`src/rtl/mdm_stat_pkg.sv`:
```
package mdm_stat_pkg;
   localparam int unsigned LINE_W = 4;
   localparam int unsigned CTL_W  = 5;
   localparam int unsigned REG_W  = 8;

   // positions within the four-line vector
   localparam int unsigned L_CTS = 0;
   localparam int unsigned L_DSR = 1;
   localparam int unsigned L_RNG = 2;
   localparam int unsigned L_CAR = 3;

   // positions within the control vector
   localparam int unsigned C_DTR  = 0;
   localparam int unsigned C_RTS  = 1;
   localparam int unsigned C_OUT1 = 2;
   localparam int unsigned C_OUT2 = 3;
   localparam int unsigned C_LOOP = 4;

   // flags that react to either edge; the ring flag reacts to falls only
   localparam logic [LINE_W-1:0] ANY_EDGE_MASK = 4'b1011;

   typedef logic [LINE_W-1:0] line_vec_t;
endpackage

```
`src/rtl/mdm_sync.sv`:
```
module mdm_sync #(
   parameter int unsigned WIDTH  = 4,
   parameter int unsigned STAGES = 2
) (
   input  logic             clk,
   input  logic             rst_n,
   input  logic [WIDTH-1:0] async_in,
   output logic [WIDTH-1:0] sync_out
);
   logic [WIDTH-1:0] stg [STAGES];

   always_ff @(posedge clk or negedge rst_n) begin
      if (!rst_n) stg[0] <= '0;
      else        stg[0] <= async_in;
   end

   for (genvar i = 1; i < STAGES; i++) begin : g_stage
      always_ff @(posedge clk or negedge rst_n) begin
         if (!rst_n) stg[i] <= '0;
         else        stg[i] <= stg[i-1];
      end
   end

   assign sync_out = stg[STAGES-1];
endmodule

```
`src/rtl/mdm_lvl_sel.sv`:
```
module mdm_lvl_sel
   import mdm_stat_pkg::*;
#(
   parameter bit LOOPBACK_EN = 1'b1
) (
   input  line_vec_t         pin_lvl,
   input  logic [CTL_W-1:0]  ctl_bits,
   output line_vec_t         eff_lvl
);
   if (LOOPBACK_EN) begin : g_loop
      line_vec_t loop_lvl;
      always_comb begin
         loop_lvl        = '0;
         loop_lvl[L_CAR] = ctl_bits[C_OUT2];
         loop_lvl[L_RNG] = ctl_bits[C_OUT1];
         loop_lvl[L_DSR] = ctl_bits[C_DTR];
         loop_lvl[L_CTS] = ctl_bits[C_RTS];
      end
      assign eff_lvl = ctl_bits[C_LOOP] ? loop_lvl : pin_lvl;
   end else begin : g_pins
      assign eff_lvl = pin_lvl;
   end
endmodule

```
`src/rtl/mdm_delta_flags.sv`:
```
module mdm_delta_flags
   import mdm_stat_pkg::*;
(
   input  logic      clk,
   input  logic      rst_n,
   input  line_vec_t lvl_in,
   input  logic      clr,
   output line_vec_t lvl_q,
   output line_vec_t flags
);
   line_vec_t diff;
   line_vec_t set_vec;

   always_comb begin
      diff           = lvl_in ^ lvl_q;
      set_vec        = diff & ANY_EDGE_MASK;
      set_vec[L_RNG] = lvl_q[L_RNG] & ~lvl_in[L_RNG];
   end

   always_ff @(posedge clk or negedge rst_n) begin
      if (!rst_n) begin
         lvl_q <= '0;
         flags <= '0;
      end else begin
         lvl_q <= lvl_in;
         flags <= (clr ? '0 : flags) | set_vec;
      end
   end


   any_edge_sets_chk: assert property (@(posedge clk) disable iff (!rst_n)
      ((lvl_in ^ lvl_q) & ANY_EDGE_MASK) != '0 |=>
      (flags & $past((lvl_in ^ lvl_q) & ANY_EDGE_MASK)) == $past((lvl_in ^ lvl_q) & ANY_EDGE_MASK));


   ring_fall_sets_chk: assert property (@(posedge clk) disable iff (!rst_n)
      (lvl_q[L_RNG] && !lvl_in[L_RNG]) |=> flags[L_RNG]);


   ring_rise_quiet_chk: assert property (@(posedge clk) disable iff (!rst_n)
      (!lvl_q[L_RNG] && lvl_in[L_RNG] && (clr || !flags[L_RNG])) |=> !flags[L_RNG]);


   read_clears_chk: assert property (@(posedge clk) disable iff (!rst_n)
      (clr && lvl_in == lvl_q) |=> flags == '0);


   flags_sticky_chk: assert property (@(posedge clk) disable iff (!rst_n)
      !clr |=> (flags & $past(flags)) == $past(flags));
endmodule

```
`src/rtl/mdm_stat_reg.sv`:
```
module mdm_stat_reg
   import mdm_stat_pkg::*;
#(
   parameter int unsigned ADDR_W      = 3,
   parameter int unsigned REG_OFFSET  = 6,
   parameter int unsigned SYNC_STAGES = 2,
   parameter bit          LOOPBACK_EN = 1'b1
) (
   input  logic              clk,
   input  logic              rst_n,
   input  logic [LINE_W-1:0] line_in,
   input  logic [CTL_W-1:0]  ctl_bits,
   input  logic              rd_stb,
   input  logic [ADDR_W-1:0] rd_addr,
   output logic [REG_W-1:0]  rd_data,
   output logic              irq_out
);
   localparam logic [ADDR_W-1:0] HIT_ADDR = ADDR_W'(REG_OFFSET);

   if (SYNC_STAGES < 2) begin : g_bad_sync
      $error("mdm_stat_reg: SYNC_STAGES must be at least 2");
   end
   if (REG_OFFSET >= (1 << ADDR_W)) begin : g_bad_offset
      $error("mdm_stat_reg: REG_OFFSET does not fit in ADDR_W bits");
   end

   line_vec_t pin_lvl, eff_lvl, lvl_q, flags;
   logic      hit;

   mdm_sync #(.WIDTH(LINE_W), .STAGES(SYNC_STAGES)) u_sync (
      .clk      (clk),
      .rst_n    (rst_n),
      .async_in (line_in),
      .sync_out (pin_lvl)
   );

   mdm_lvl_sel #(.LOOPBACK_EN(LOOPBACK_EN)) u_sel (
      .pin_lvl  (pin_lvl),
      .ctl_bits (ctl_bits),
      .eff_lvl  (eff_lvl)
   );

   assign hit = rd_stb && (rd_addr == HIT_ADDR);

   mdm_delta_flags u_flags (
      .clk    (clk),
      .rst_n  (rst_n),
      .lvl_in (eff_lvl),
      .clr    (hit),
      .lvl_q  (lvl_q),
      .flags  (flags)
   );

   always_ff @(posedge clk or negedge rst_n) begin
      if (!rst_n)   rd_data <= '0;
      else if (hit) rd_data <= {lvl_q, flags};
   end

   assign irq_out = |flags;


   read_capture_chk: assert property (@(posedge clk) disable iff (!rst_n)
      hit |=> rd_data == $past({lvl_q, flags}));


   miss_holds_chk: assert property (@(posedge clk) disable iff (!rst_n)
      !hit |=> $stable(rd_data));
endmodule

```
`config.mk`:
```
export PLATFORM = sky130hd
export DESIGN_NAME = mdm_stat_reg
export DESIGN_NICKNAME = d
export VERILOG_FILES = /design/src/rtl/mdm_stat_pkg.sv /design/src/rtl/mdm_sync.sv /design/src/rtl/mdm_lvl_sel.sv /design/src/rtl/mdm_delta_flags.sv /design/src/rtl/mdm_stat_reg.sv
export SDC_FILE = /design/constraint.sdc
export NUM_CORES = 1
export LEC_CHECK = 0
export CORE_MARGIN = 2
export CORE_UTILIZATION = 39
export DETAILED_ROUTE_END_ITERATION = 10
export DONT_BUFFER_PORTS = 1
export GPL_TIMING_DRIVEN = 1
export PLACE_DENSITY_LB_ADDON = 0.3
export SLEW_MARGIN = 10
export SYNTH_ARGS = -nofsm -noshare
export SYNTH_HDL_FRONTEND = slang
export SYNTH_HIERARCHICAL = 1
export SYNTH_SLANG_ARGS = --single-unit
```
`constraint.sdc`:
```
create_clock -name clk -period 1.1 [get_ports clk]
set_input_delay 0 -clock clk [delete_from_list [all_inputs] [get_ports clk]]
set_output_delay 0 -clock clk [all_outputs]
set_load 0.03 [all_outputs]
```
==> metrics.cfg <==
[placed_design]
io_buffer_count = 0
post-place-ws_ns = 0.0516
place_congestion = 0.685

[synth]
synth.distinct_cells = 9
yosys-top-cells-count = dfrtp_1 (24), mux2_2 (12), inv_1 (6), buf_4 (4)
ys_async_sr_fraction_pct = 100
syn-cell-area_um2 = 867
syn_inst = 55
synth.area.top_cells = dfrtp_1 (69%), mux2_2 (16%), buf_4 (3.5%)
synth-edff-count = 0
synth.top_cell.area_share_pct = 69.3
syn_avg_cell_area_um2 = 15.8
synth_warnings = 6
syn_nets = 70
synth_largest_area_cell = dfrtp_1
synth-seq-cells = 24
ys_seq_area_share_pct = 69.3
post-synth-top-count-cell = dfrtp_1
ys.flop_type = dfrtp_1

[setup_path]
reg2reg_to = u_flags/flags[1]
critPathKind = flip-flop to output pin
r2r_slack_ns = 0.08
startpoint_type = flip-flop
crit_family = simple AND/OR/NAND/NOR gates
crit_chain = or4_4
cp.buffers_inverters = 0
crit_start = u_flags/flags[1]
end_kind = output pin
cp_max_fo = 2
cp_slowest_stage_delay_ns = 0.61
crit_arrival_ns = 1.30
timing.rr.start = u_sync/sync_out[1]
rr_worst_depth = 3
crit_slowest_cell = or4_4
critPathRequiredTime_ns = 1.10

[drt]
wl_per_cell_um = 11.9
ant_nets = 0
wirelength_um = 1220
vias = 459
viasPerCell = 4.50
drc = 0
drtPass1Iterations = 3
drt_iter0_drc = 3

[timing]
skew_ns = 0.000376
maxSlewHeadroom_pct = 66.5
period_share_pct = 118
fmax_mhz = 769
tightest_slew_ns = 0.502
worst_slack_ns = -0.200
fin_crit_ns = 1.30
finalHoldViolations = 0
slew_viol_final = 0
rsz0062_at_grt = yes
finalSetupTns_ns = -0.200
setup_violations = 1

[clock_tree]
clock_path_buffers = 2
htree_levels = 1
cts_buffers = 3
clkTransAtPathRegs_ns = 0.12
cts_tree = done
cts_sinks = 24
clkLatencyLatePin_ns = 0.30
cts_setup_buffers = 0
clockRootBuffer = clkbuf_4

[floorplan]
ioPinCount = 24
std_cell_rows = 17
start_util_pct = 40.4
coreArea_um2 = 2150
fp.dieW_um = 51.2
die_y_um = 51.2
die_area_um2 = 2620

[hold_path]
holdPathStages = 2
hold_start = rd_stb
min_to = rd_data[2]
min_path_type = primary input to flip-flop

[grt]
grt_pass1_wl_um = 2130
grt_max_degree = 25
grt_pass1_vias = 519
grt_overflow_total = 0
antenna_found_initial = 0
grtUsageTotal_pct = 11.2

[final_layout]
nets = 91
postLayoutCoreUtil_pct = 49.9
drive_above_1_share_pct = 36.5
antenna_cells = 0
area_delta_synth_final_pct = 23.5

[power]
peakVddDrop_v = 0.000980
p_leak_nw = 0.488
pwr_density_cell_nw_per_um2 = 1650

[outcome]
violations = negative setup slack
status = finished, violations left

[run]
drv_cap = 0

per-stage QoR:
stage / area (um2) / power, mW / cells / hold slack, ns
floorplan: 867 / 1.27 / 55 / -0.296
global placement: 940 / 1.37 / 88 / -0.295
detailed placement: 940 / 1.38 / 88 / -0.295
CTS: 1070 / 1.79 / 101 / 0.0229
global route: 1070 / 1.88 / 102 / 0.00684
finish: 1070 / 1.77 / 102 / 0.0253
cells by family after synthesis:
group / Yosys count / share of synthesized area, %
flip-flops: 24 / 69.3
multiplexers: 12 / 15.6
buffers and inverters: 10 / 6.06
AO/OA/AOI/OAI: 4 / 2.45
XOR/XNOR: 3 / 3.03
AND/OR/NAND/NOR: 2 / 3.61
registers in the layout, indices dropped and copies added (netlist names):
signal	flops
u_sync/stg	4
u_flags/flags	4
u_sync/sync_out	4
u_flags/lvl_q	4
rd_data	8
worst max path at each step:
| stage | depth (start not counted) | to |
|---|---|---|
| after detailed placement | 1 | irq_out |
| after global placement | 1 | irq_out |
| after CTS | 1 | irq_out |
| after floorplan | 1 | irq_out |
| final | 1 | irq_out |
| after global routing | 1 | irq_out |
placed cells by master, fill, tap and decap left out, drive strengths merged:
cell type,count
inv,6
buf,10
or4,1
nand4b,1
mux2,12
clkbuf,3
o22ai,1
dlygate4sd3,10
dfrtp,24
o21ai,3
xnor2,3
metal layers:
| metal | vias to the layer above | part of all wire [%] | global-route usage, % |
|---|---|---|---|
| met1 | 223 | 45 | 12.7 |
| met4 | 0 | 0 | 6.76 |
| met5 | - | 0 | 0 |
| met3 | 0 | 4.9 | 2.92 |
| met2 | 17 | 50 | 18.6 |
| li1 | 219 | - | - |
final cells by class:
cell class / count / area, um2
multi-input combinational: 21 / 218
tap: 28 / 35.0
fill: 192 / 1080
sequential: 24 / 601
inverter: 6 / 22.5
clock buffer: 3 / 22.5
timing repair buffer: 20 / 173
power breakdown:
| group | switching, mW | internal [mW] | total, mW |
|---|---|---|---|
| logic | 0.205 | 0.178 | 0.382 |
| clock network | 0.230 | 0.128 | 0.357 |
| registers | 0.0478 | 0.978 | 1.03 |
| total | 0.483 | 1.28 | 1.77 |
repair_timing:
action,4_1_cts,5_1_grt
gates resized for setup,1,0
endpoints found under the hold margin,35,24
cloned,0,0
hold buffers,10,1
setup endpoints to repair,1,1
Power figures use the tool's default switching activity.
